--- config.mk ---
export PLATFORM = sky130hd
export DESIGN_NAME = tx_desc_queue
export DESIGN_NICKNAME = d
export VERILOG_FILES = /design/src/rtl/tdq_pkg.sv /design/src/rtl/tdq_ring_ptr.sv /design/src/rtl/tdq_credit.sv /design/src/rtl/tdq_engine.sv /design/src/rtl/tx_desc_queue.sv
export SDC_FILE = /design/constraint.sdc
export NUM_CORES = 1
export LEC_CHECK = 0
export ABC_AREA = 1
export BUFFER_PORTS_ARGS = -buffer_cell sky130_fd_sc_hd__buf_2
export CAP_MARGIN = 25
export CORE_MARGIN = 2
export CORE_UTILIZATION = 37
export CTS_CLUSTER_DIAMETER = 100
export DETAILED_ROUTE_END_ITERATION = 8
export HOLD_SLACK_MARGIN = 0.03
export MAX_ROUTING_LAYER = met4
export PLACE_DENSITY = 0.72
export SETUP_SLACK_MARGIN = 0.3
export SYNTH_ARGS = -nofsm -noshare
export SYNTH_HDL_FRONTEND = slang
export SYNTH_SLANG_ARGS = --single-unit
--- constraint.sdc ---
create_clock -name clk -period 1.9 [get_ports clk]
set_input_delay 0.19 -clock clk [delete_from_list [all_inputs] [get_ports clk]]
set_output_delay 0.19 -clock clk [all_outputs]
set_load 0.1 [all_outputs]
--- src/rtl/tdq_pkg.sv ---
package tdq_pkg;

   typedef enum logic [1:0] {
      ST_IDLE  = 2'd0,
      ST_FETCH = 2'd1,
      ST_SEND  = 2'd2,
      ST_STAT  = 2'd3
   } tdq_state_e;

   // Send error flag positions
   localparam int FL_CARRIER = 0;
   localparam int FL_LATE    = 1;
   localparam int FL_UNDER   = 2;
   localparam int FL_EXCESS  = 3;

   // Control word field positions
   localparam int CW_ABORT   = 15;

   function automatic logic [31:0] tdq_status(
      input logic        aborted,
      input logic [3:0]  flags,
      input logic [4:0]  ncoll,
      input logic [14:0] bidx);
      logic [31:0] w;
      w        = '0;
      w[31]    = 1'b1;
      w[30]    = ~aborted & ~(|flags);
      w[29]    = aborted;
      w[28]    = flags[FL_CARRIER];
      w[26]    = flags[FL_LATE];
      w[25]    = flags[FL_UNDER];
      w[24]    = flags[FL_EXCESS];
      w[20:16] = ncoll;
      w[14:0]  = bidx;
      return w;
   endfunction

endpackage

--- src/rtl/tdq_ring_ptr.sv ---
module tdq_ring_ptr #(
   parameter int ENTRIES = 8,
   parameter int STRIDE  = 8,
   parameter int AW      = 32,
   localparam int IW     = (ENTRIES > 1) ? $clog2(ENTRIES) : 1
) (
   input  logic          clk,
   input  logic          rst_n,
   input  logic          advance,
   input  logic [AW-1:0] base,
   output logic [IW-1:0] idx,
   output logic [AW-1:0] addr
);
   localparam logic [AW-1:0] STRIDE_A = AW'(STRIDE);
   localparam bit POW2 = (ENTRIES == (1 << IW));

   logic [IW-1:0] idx_nxt;

   generate
      if (POW2) begin : g_wrap_nat
         assign idx_nxt = idx + 1'b1;
      end else begin : g_wrap_cmp
         assign idx_nxt = (idx == IW'(ENTRIES - 1)) ? '0 : idx + 1'b1;
      end
   endgenerate

   always_ff @(posedge clk) begin
      if (!rst_n)       idx <= '0;
      else if (advance) idx <= idx_nxt;
   end

   assign addr = base + AW'(idx) * STRIDE_A;

endmodule

--- src/rtl/tdq_credit.sv ---
module tdq_credit #(
   parameter int CW = 4
) (
   input  logic          clk,
   input  logic          rst_n,
   input  logic          add_en,
   input  logic [CW-1:0] add_cnt,
   input  logic          take,
   output logic [CW-1:0] count
);
   logic [CW-1:0] add_v;
   logic [CW-1:0] sub_v;

   assign add_v = add_en ? add_cnt : '0;
   assign sub_v = take ? CW'(1) : '0;

   always_ff @(posedge clk) begin
      if (!rst_n) count <= '0;
      else        count <= count + add_v - sub_v;
   end

endmodule

--- src/rtl/tdq_engine.sv ---
module tdq_engine
   import tdq_pkg::*;
(
   input  logic        clk,
   input  logic        rst_n,
   input  logic        start_ok,
   output logic        rd_req,
   input  logic        rd_valid,
   input  logic [63:0] rd_data,
   output logic        snd_valid,
   output logic [31:0] snd_addr,
   output logic [11:0] snd_len,
   input  logic        snd_done,
   input  logic [4:0]  snd_ncoll,
   input  logic [3:0]  snd_flags,
   output logic        st_wr_valid,
   output logic [31:0] st_wr_data,
   input  logic        st_wr_ready,
   output logic        done
);
   tdq_state_e  state;
   logic [31:0] buf_q;
   logic [31:0] ctl_q;
   logic [4:0]  ncoll_q;
   logic [3:0]  flags_q;

   always_ff @(posedge clk) begin
      if (!rst_n) begin
         state   <= ST_IDLE;
         buf_q   <= '0;
         ctl_q   <= '0;
         ncoll_q <= '0;
         flags_q <= '0;
      end else begin
         unique case (state)
            ST_IDLE: if (start_ok) state <= ST_FETCH;
            ST_FETCH: if (rd_valid) begin
               buf_q   <= rd_data[31:0];
               ctl_q   <= rd_data[63:32];
               ncoll_q <= '0;
               flags_q <= '0;
               state   <= rd_data[32 + CW_ABORT] ? ST_STAT : ST_SEND;
            end
            ST_SEND: if (snd_done) begin
               ncoll_q <= snd_ncoll;
               flags_q <= snd_flags;
               state   <= ST_STAT;
            end
            ST_STAT: if (st_wr_ready) state <= ST_IDLE;
            default: state <= ST_IDLE;
         endcase
      end
   end

   assign rd_req      = (state == ST_FETCH);
   assign snd_valid   = (state == ST_SEND);
   assign st_wr_valid = (state == ST_STAT);
   assign snd_addr    = buf_q;
   assign snd_len     = ctl_q[11:0];
   assign st_wr_data  = tdq_status(ctl_q[CW_ABORT], flags_q, ncoll_q, ctl_q[30:16]);
   assign done        = st_wr_valid & st_wr_ready;

endmodule

--- src/rtl/tx_desc_queue.sv ---
module tx_desc_queue #(
   parameter int ENTRIES    = 8,
   parameter int AW         = 32,
   parameter int DESC_BYTES = 8,
   parameter int STAT_BYTES = 4,
   localparam int CW        = $clog2(ENTRIES + 1)
) (
   input  logic          clk,
   input  logic          rst_n,
   input  logic          tx_en,
   input  logic [AW-1:0] desc_base,
   input  logic [AW-1:0] stat_base,
   input  logic          enq_valid,
   input  logic [CW-1:0] enq_count,
   output logic [CW-1:0] pending,
   output logic          rd_req,
   output logic [AW-1:0] rd_addr,
   input  logic          rd_valid,
   input  logic [63:0]   rd_data,
   output logic          snd_valid,
   output logic [31:0]   snd_addr,
   output logic [11:0]   snd_len,
   input  logic          snd_done,
   input  logic [4:0]    snd_ncoll,
   input  logic [3:0]    snd_flags,
   output logic          st_wr_valid,
   output logic [AW-1:0] st_wr_addr,
   output logic [31:0]   st_wr_data,
   input  logic          st_wr_ready,
   input  logic          irq_clr,
   output logic          irq_tx
);
   localparam int IW = (ENTRIES > 1) ? $clog2(ENTRIES) : 1;

   initial begin
      if (ENTRIES < 2)    $error("ENTRIES must be at least 2");
      if (AW < 8)         $error("AW too small");
      if (DESC_BYTES < 8) $error("descriptor is two words");
      if (STAT_BYTES < 4) $error("status entry is one word");
   end

   logic          done;
   logic [IW-1:0] d_idx;
   logic [IW-1:0] s_idx;

   tdq_credit #(.CW(CW)) u_credit (
      .clk(clk), .rst_n(rst_n),
      .add_en(enq_valid), .add_cnt(enq_count),
      .take(done), .count(pending)
   );

   tdq_ring_ptr #(.ENTRIES(ENTRIES), .STRIDE(DESC_BYTES), .AW(AW)) u_dptr (
      .clk(clk), .rst_n(rst_n), .advance(done),
      .base(desc_base), .idx(d_idx), .addr(rd_addr)
   );

   tdq_ring_ptr #(.ENTRIES(ENTRIES), .STRIDE(STAT_BYTES), .AW(AW)) u_sptr (
      .clk(clk), .rst_n(rst_n), .advance(done),
      .base(stat_base), .idx(s_idx), .addr(st_wr_addr)
   );

   tdq_engine u_eng (
      .clk(clk), .rst_n(rst_n),
      .start_ok(tx_en && (pending != '0)),
      .rd_req(rd_req), .rd_valid(rd_valid), .rd_data(rd_data),
      .snd_valid(snd_valid), .snd_addr(snd_addr), .snd_len(snd_len),
      .snd_done(snd_done), .snd_ncoll(snd_ncoll), .snd_flags(snd_flags),
      .st_wr_valid(st_wr_valid), .st_wr_data(st_wr_data),
      .st_wr_ready(st_wr_ready), .done(done)
   );

   always_ff @(posedge clk) begin
      if (!rst_n)       irq_tx <= 1'b0;
      else if (done)    irq_tx <= 1'b1;
      else if (irq_clr) irq_tx <= 1'b0;
   end

endmodule

* After elaboration in Yosys (flattened, before gate mapping)
Index checks and enable logic that the tools add are counted.
** Storage, ports and cells
- Input bits :: 149
- Word-level logic and storage cells :: 51
- Flip-flop bits (word level) :: 85
** Operators by class
- Add/subtract/negate cells :: 6
- Reductions and logical operators :: 9
- Equal/unequal tests :: 7
- Bitwise operators :: 4
- Multiplexer cells :: 16
** Operators with widths (number)
- adder 32 x 5 -> 32 bit :: 1
- adder 32 x 6 -> 32 bit :: 1
- two-way mux 4 bit :: 3
- two-way mux 5 bit :: 2
- one-hot mux 5 bit (2 select lines) :: 1
- two-way mux 2 bit :: 4
- one-hot mux 2 bit (4 select lines) :: 1
- one-hot mux 4 bit (2 select lines) :: 1
- adder 3 x 1 -> 3 bit (second input constant) :: 2
- != test 2 x 1 -> 1 bit (second input constant) :: 3
- adder 4 bit :: 1
- equality test 2 bit (second input constant) :: 2
- two-way mux 1 bit :: 4
- AND reduction 4 bit :: 1
- nonzero test 2 bit :: 2
- nonzero test 4 bit :: 1
- OR reduction 4 bit :: 1
- subtractor 4 bit :: 1
- AND reduction 3 bit :: 1
- bitwise AND 1 bit :: 2
- equality test 2 x 1 -> 1 bit (second input constant) :: 1
- logical NOT 2 bit :: 1
- != test 2 bit (second input constant) :: 1
- inverter 1 bit :: 2
- 2 further kinds :: 2

* Longest topological paths before layout
Gate-level depths: netlist of run 1.
- Depth in word-level cells :: 4
- Depth in mapped cells :: 12

* Hierarchy
From an unflattened synthesis of run 1, not the netlist that was laid out.
** Second synthesis, totals
- Cells, all modules :: 816
- Area total of the unflattened synthesis :: 5322.6 um^2
** By module, submodules not included
- tdq_engine :: sequential area each 1421.4 um^2, area each 2700.1 um^2, instances 1, cells an instance 346
- tdq_ring_ptr at u_dptr :: sequential area each 60.1 um^2, area each 1126.1 um^2, instances 1, cells an instance 201
- tdq_ring_ptr at u_sptr :: sequential area each 60.1 um^2, area each 1101.1 um^2, instances 1, cells an instance 212
- tdq_credit :: sequential area each 80.1 um^2, area each 336.6 um^2, instances 1, cells an instance 48
- tx_desc_queue :: sequential area each 20.0 um^2, area each 58.8 um^2, instances 1, cells an instance 9

* Worst setup path after synthesis of run 1
OpenSTA, ideal clock, no wires.
- Kind :: register -> output
- From :: reg u_eng.flags_q[2]
- To :: out st_wr_data[30]
- Cell stages (with the launch flop) :: 4
- Required time :: 1.710 ns
- Path buffers :: 0
- Slack :: -1.221 ns
- Data arrival time :: 2.931 ns
- Path through :: dfxtp_1 > nor2_1 > nand2_1 > nor3_1
** On the way
- Cells in the longest elaborated chain, start to end :: 3
** RTL lines
- start: declaration :: line tdq_engine.sv:25 : logic [3:0] flags_q;
- start signal: assignment :: line tdq_engine.sv:46 : flags_q <= snd_flags;
- OR reduction 4 bit :: line tdq_pkg.sv:27 : w[30] = ~aborted & ~(|flags);
- inverter 1 bit :: line tdq_pkg.sv:27
- bitwise AND 1 bit :: line tdq_pkg.sv:27
- end: declaration :: line tx_desc_queue.sv:28 : output logic [31:0] st_wr_data,
Every way passes these cells.

* Final worst setup path of run 1
- From :: reg u_dptr.idx[0]
- To :: out rd_addr[27]
** On the way
- Cells in the longest elaborated chain, start to end :: 1
** RTL lines
- start: declaration :: line tdq_ring_ptr.sv:11 : output logic [IW-1:0] idx,
- start signal: assignment :: line tdq_ring_ptr.sv:29 : else if (advance) idx <= idx_nxt;
- adder 32 x 6 -> 32 bit :: line tdq_ring_ptr.sv:32 : assign addr = base + AW'(idx) * STRIDE_A;
- end: declaration :: line tx_desc_queue.sv:17 : output logic [AW-1:0] rd_addr,
Every way passes these cells.

==> impl_metrics.yaml, run 1 <==
synthesis:
  syn_avg_cell_area_sq_um: 6.27
  synth-main-ff-cell: "dfxtp_1"
  syn-cell-area_sq_um: 5080
  async_reset_ff_share_pct: 0
  synth_edf_count: 0
  yosysTopAreaCell: "dfxtp_1"
  ys_seq_elements: 82
  synth_area_leaders: "dfxtp_1, nand2_1, nor2_1"
  ys_warn_count: 0
  syn-instance-count: 811
  synth.distinct_cells: 27
  synth-seq-area-share_pct: 32.3
  yosys.area.top_type_share_pct: 32.3
worst_setup_path:
  start_kind: "register"
  arrival_ns: 2.07
  worstSetupPathType: "register to primary output"
  cp_max_fo: 4
  worst-endpoint-required_ns: 1.71
  cp-end-kind: "primary output"
clock_network:
  cts_root_buf: "clkbuf_16"
  clkLatencyLatePin_ns: 0.33
  cts_tree: "yes"
  h-tree-depth: 3
  cts.sinks: 82
  cts.hold.buffers_added: 0
  clockBufferDepth: 2
  cts_inserted_buffers: 9
  clkTransAtPathRegs_ns: 0.06
power_and_ir_drop:
  p_clk_share_pct: 16.5
  powerDensity_nw_per_um2: 1060
  pwr-share-comb_pct: 61.7
  intPower_w: 0.00473
  pwr-share-seq_pct: 21.9
  switchingPower_w: 0.00588
  switching_share_pct: 55.4
  p_leak_nw: 4.52
  power_w: 0.0106
  power.ir.vdd_worst_v: 0.00117
grt:
  grt_usage_pct: 24.2
  grt_pass1_vias: 5855
  grt_max_degree: 62
  antenna_found_initial: 1
  grt_pass1_wl_mm: 27.9
  grt_overflow: 0
drt:
  met1_length_mm: 7.26
  drc: 0
  drt_iter0_drc: 358
  vias_per_cell: 4.82
  via_count: 6298
  totalWireLength_mm: 18.5
  ant_nets: 0
  firstDrtPassIters: 6
  route.met3.wl_mm: 1.27
  wl_per_cell_um: 14.2
  highest_layer: "met4"
  route.met2.wl_mm: 9.61
outcome:
  status: "finished, violations left"
  violations: "negative setup slack"
finish:
  nets: 1296
  synthToLayoutAreaGrowth_pct: 96.2
  final_area_sq_um: 9980
  drive_gt1_share_pct: 48.7
placement:
  placed_cell_area_sq_um: 8720
  port_buffers: 276
  place_hpwl_mm: 13.9
  place.gp.congestion: 0.926
floorplanning:
  die_area_sq_um: 14700
  io_pins: 297
  die_h_um: 121
  row_count: 42
  coreArea_sq_um: 13300
  initial_utilization_pct: 38.1
  fp.dieW_um: 121
sta:
  hold_violations: 0
  finalSetupTns_ns: -11.01
  setup_viol: 53
  slew_headroom_pct: 64.8
  min_period_ns: 2.26
  drv_slew: 0
  fmax_mhz: 442
  worst_hold_slack_ns: 0.102
  rsz0062_at_grt: "true"
  fin_crit_sh_pct: 119
  skew_ns: 0.00602
  timing.final.ws_setup_ns: -0.360
  worstMarginPinSlew_ns: 0.526
flow_run:
  maxCapViolations: 0
worst_hold_path:
  hp-class: "input port to register"
[power by group through the flow]
stage	clock network (W)	registers, W	logic [W]
2_1_floorplan	0	0.00488	0.00239
3_3_place_gp	0	0.00235	0.00602
3_5_place_dp	0	0.00237	0.00606
4_1_cts	0.00179	0.00232	0.00631
5_1_grt	0.00187	0.00236	0.00687
6_report	0.00175	0.00232	0.00654
[sequential cells by signal, summed over array words and instances, names as in the netlist]
signal,flops
u_eng.flags_q,4
u_credit.count,4
u_eng.snd_addr,32
u_eng.state,2
u_eng.ctl_q,28
irq_tx,1
u_sptr.idx,3
u_eng.ncoll_q,5
u_dptr.idx,3
[Yosys cell counts, types with 2 or more instances]
cell,n
dfxtp_1,82
xnor2_1,10
fa_1,3
nor2_4,3
buf_2,6
a21oi_1,17
nor2_1,215
nor2_2,3
inv_1,53
o21ai_0,66
nand2_1,226
nand4_1,2
conb_1,2
nand3_1,25
xor2_1,19
ha_1,19
inv_2,2
nand2_2,4
buf_4,12
nand3b_1,23
clkbuf_1,13
[per-layer routing]
metal,up-vias,global-route usage [%]
met5,-,-
met4,0,5.89
met3,27,4.09
met2,251,42.1
met1,2858,29.3
li1,3162,-
[layout make-up]
type | instances | area (sq um)
Sequential cell | 82 | 1670
Timing Repair Buffer | 330 | 2800
Clock buffer | 9 | 225
Inverter | 55 | 236
Multi-Input combinational cell | 646 | 4730
Clock inverter | 7 | 77.6
Fill cell | 1004 | 3370
Timing Repair inverter | 1 | 7.51
Tap cell | 176 | 220
Antenna cell | 1 | 2.50
[what timing repair did]
item / CTS / global route
setup buffers: 27 / 12
resized for setup: 78 / 69
gates cloned: 0 / 2
setup endpoints to repair: 131 / 133
pin swaps: 63 / 43
[worst max-delay path: stages (launching register included)]
cell and delay (ns):
dfxtp_4 0.35, ha_4 0.17, fa_2 0.42, nand2_2 0.11
nand2_4 0.08, nand3_4 0.12, nor2_4 0.06, nand3b_1 0.18
nand2_8 0.07, buf_12 0.16
[logic make-up after synthesis]
family / Yosys count / synth area share, %
xor gates and xnor gates: 29 / 5.00
AOI/OAI and AO/OA: 85 / 8.49
buffers and inverters: 87 / 7.61
other: 2 / 0.148
DFF: 82 / 32.3
and+or+nand+nor: 504 / 40.6
adders and majority gates: 22 / 5.86
[worst paths after layout]
path	from	endpoint	slack, ns	cells past startpoint
worst min register to register	u_eng.ncoll_q[0]$_SDFFE_PN0P_	u_eng.ncoll_q[0]$_SDFFE_PN0P_	0.46	2
worst min-delay path	rd_data[50]	u_eng.ctl_q[18]$_SDFFE_PN0P_	0.10	3
worst max register to register	u_eng.state[0]$_SDFFE_PN0P_	u_credit.count[1]$_SDFF_PN0_	0.16	9
worst max-delay path	u_dptr.idx[0]$_SDFFE_PN0P_	rd_addr[27]	-0.36	9
[through the flow]
step,cells,worst slack [ns],utilization (%)
floorplan,815,-0.134,-
global placement,1249,0.0281,65.4
detailed placement,1249,-0.00234,65.4
CTS,1292,-0.358,71.6
global route,1307,-0.430,74.7
finish,1307,-0.360,74.7
[cell usage in the layout (no fill, tap or decap), drive strengths merged]
cell	instances
clkinv	4
xor2	19
bufinv	1
or2	1
nor2	221
o21bai	1
nand4	2
fa	3
xnor2	10
a21oi	17
diode	1
ha	19
o21ai	67
dfxtp	82
nand3	26
nor3	1
clkinvlp	3
buf	328
nand3b	23
clkbuf	11
conb	6
nand2	230
inv	55
Power figures use the tool's default switching activity.
==> run 2: changes to the inputs <==
ABC_AREA = not set   (was 1)
CORE_AREA = 2 2 117 119   (was not set)
CORE_MARGIN = not set   (was 2)
CORE_UTILIZATION = not set   (was 37)
DIE_AREA = 0 0 119 121   (was not set)
PLACE_DENSITY = 0.7   (was 0.72)
==> run 2 against run 1 <==
  * The run still ends with negative setup slack left
  * Register-to-register slack got worse by 0.07 ns
  * Worst hold slack got worse by 0.0085 ns
  * Area after synthesis fell by 12%
  * Wire length rose by 10%
  * Cell area fell by 0.58%
  * Fmax fell by 12%
  * First-iteration DRC count fell by 14%
  * Die area fell by 2.0%
  * Clock power fell by 9%
  * Non-clock buffer count rose by 56
  * Sequential power fell by 9.9%
  * Highest routed layer unchanged
==> impl_metrics.yaml, run 2 <==
sta:
  rsz0062_at_grt: "true"
  worstMarginPinSlew_ns: 1.04
  slew_headroom_pct: 30.3
  timing.final.ws_setup_ns: -0.661
  setup_viol: 54
  worst_hold_slack_ns: 0.0932
  fin_crit_sh_pct: 135
  hold_violations: 0
  drv_slew: 0
  min_period_ns: 2.56
  skew_ns: 0.00458
  fmax_mhz: 390
grt:
  grt_pass1_vias: 5416
  grt_max_degree: 46
  grt_usage_pct: 24.7
  grt_overflow: 0
  antenna_found_initial: 2
  grt_pass1_wl_mm: 27.6
worst_setup_path:
  arrival_ns: 2.37
  worst-endpoint-required_ns: 1.71
  slowest_stage: "dfxtp_2"
  start_kind: "register"
  path_cells: "ha_4 -> fa_2 -> a21oi_4 -> nor4_4 -> clkbuf_16 -> nand4_1 -> xnor2_4 -> buf_12"
  worstSetupPathType: "register to primary output"
  cp-end-kind: "primary output"
  max_stage_delay_ns: 0.35
  cp_max_fo: 4
finish:
  final_area_sq_um: 9920
  largest_reg_flops: 32
  drive_gt1_share_pct: 60.5
  fillCellCount: 801
  mostFrequentLayoutCells: "buf_2, nand2_1, buf_4, dfxtp_1, buf_12"
  layout_commonest_cell: "buf_2"
  nets: 1099
  synthToLayoutAreaGrowth_pct: 121
power_and_ir_drop:
  p_leak_nw: 4.48
  power_w: 0.00848
  powerDensity_nw_per_um2: 855
  power.ir.vdd_worst_v: 0.000874
synthesis:
  synth_area_leaders: "dfxtp_1, nand2_1, xnor2_1"
  synth.distinct_cells: 40
  ys_seq_elements: 82
  yosysMostFrequentCell: "nand2_1"
  syn-cell-area_sq_um: 4480
  syn-instance-count: 561
  synth-seq-area-share_pct: 36.6
  yosys.area.top_type_share_pct: 36.6
  ys_top_cells_by_count: "nand2_1, dfxtp_1, a21oi_1"
  yosysTopAreaCell: "dfxtp_1"
  ys_warn_count: 0
  synth-main-ff-cell: "dfxtp_1"
  synth_edf_count: 0
  syn_avg_cell_area_sq_um: 7.99
  async_reset_ff_share_pct: 0
drt:
  wl_per_cell_um: 18.4
  via_count: 5589
  firstDrtPassIters: 4
  totalWireLength_mm: 20.4
  vias_per_cell: 5.03
  drt_iter0_drc: 308
  ant_nets: 0
  drc: 0
flow_run:
  maxCapViolations: 0
placement:
  placed_cell_area_sq_um: 8610
  place_hpwl_mm: 13.3
  port_buffers: 276
  place.gp.congestion: 0.868
worst_hold_path:
  hp-class: "input port to register"
floorplanning:
  die_h_um: 121
  initial_utilization_pct: 34.3
  die_area_sq_um: 14400
  row_count: 42
  coreArea_sq_um: 13100
  fp.dieW_um: 119
  io_pins: 297
clock_network:
  clockBufferDepth: 2
  h-tree-depth: 3
  cts_inserted_buffers: 9
  cts_root_buf: "clkbuf_16"
  cts.sinks: 82
  clkTransAtPathRegs_ns: 0.06
  cts_tree: "yes"
  clkLatencyLatePin_ns: 0.33
outcome:
  violations: "negative setup slack"
  status: "finished, violations left"
[run 2: cell count changes after synthesis, moves of 13 or more]
cell	before	now
nor2_1	215	18
nand2_1	226	152
o21ai_0	66	1
xnor2_1	10	50
a21oi_1	17	54
inv_1	53	17
nand3b_1	23	0
nand4_1	2	16
and2_1	0	13
[run 2: critical path: cells and delay by family, from the launching register on]
kind	cells	cell delay (ns)
and+or+nand+nor	2	0.50
adders and majority gates	2	0.39
AOI/OAI and AO/OA	1	0.08
buffers and inverters	2	0.44
DFF	1	0.35
xor gates and xnor gates	1	0.26
[run 2: timing repair]
action / in CTS / in global routing
gates resized for setup: 66 / 60
setup buffers: 20 / 23
hold buffers: 0 / 0
pin swaps: 50 / 42
setup endpoints to repair: 72 / 118
gates cloned: 1 / 4
[run 2: cells by family after synthesis]
kind of cell / Yosys count / share of synthesized area, %
DFF: 82 / 36.6
xor gates and xnor gates: 62 / 12.1
muxes: 1 / 0.223
and+or+nand+nor: 251 / 26.9
AOI/OAI and AO/OA: 89 / 12.0
other: 2 / 0.168
adders and majority gates: 22 / 6.64
buffers and inverters: 52 / 5.36
[run 2: layer usage]
| metal | vias to the layer above | wire [um] | share of wire [%] | global-route usage (%) |
|---|---|---|---|---|
| li1 | 2592 | - | - | - |
| met1 | 2699 | 7680 | 38 | 27.4 |
| met2 | 265 | 10900 | 53 | 43.7 |
| met3 | 33 | 1390 | 6.8 | 6.20 |
| met4 | 0 | 461 | 2.3 | 8.04 |
| met5 | - | 0 | 0 | - |
[run 2: worst paths after layout]
| check | start | end | slack (ns) | cells after the start |
|---|---|---|---|---|
| setup / recovery | u_sptr.idx[0]$_SDFFE_PN0P_ | st_wr_addr[26] | -0.66 | 8 |
| hold / removal | rd_data[57] | u_eng.ctl_q[25]$_SDFFE_PN0P_ | 0.09 | 3 |
| hold reg to reg | u_eng.ctl_q[25]$_SDFFE_PN0P_ | u_eng.ctl_q[25]$_SDFFE_PN0P_ | 0.45 | 2 |
| setup reg to reg | u_eng.state[1]$_SDFFE_PN0P_ | u_credit.count[2]$_SDFF_PN0_ | 0.09 | 9 |
[run 2: metrics by stage]
step | TNS [ns] | setup WS [ns] | utilization [%] | cells
after floorplan | -15.96 | -0.529 | - | 565
after global placement | -7.27 | -0.449 | 65.8 | 1045
after detailed placement | -9.83 | -0.552 | 65.8 | 1045
after CTS | -22.21 | -0.634 | 71.8 | 1082
after global routing | -28.50 | -0.717 | 75.8 | 1111
final | -24.06 | -0.661 | 75.8 | 1111
[run 2: power by group]
part / internal [W] / switching (W) / leakage, nW / total (W)
registers: 0.00196 / 0.000135 / 0.675 / 0.00209
clock network: 0.000916 / 0.000673 / 0.140 / 0.00159
logic: 0.00138 / 0.00343 / 3.66 / 0.00480
total: 0.00425 / 0.00424 / 4.48 / 0.00848
[run 2: final cells by class]
type                    instances  area (sq um)  area share [%]
diodes                          2          5.00          0.0505
clock buffers                  11           243            2.45
clock inverters                 5          27.5           0.278
inverters                      18          78.8           0.795
multi-input cells             431          4280            43.1
flip-flops and latches         82          1680            17.0
well taps                     176           220            2.22
repair buffers                386          3380            34.1
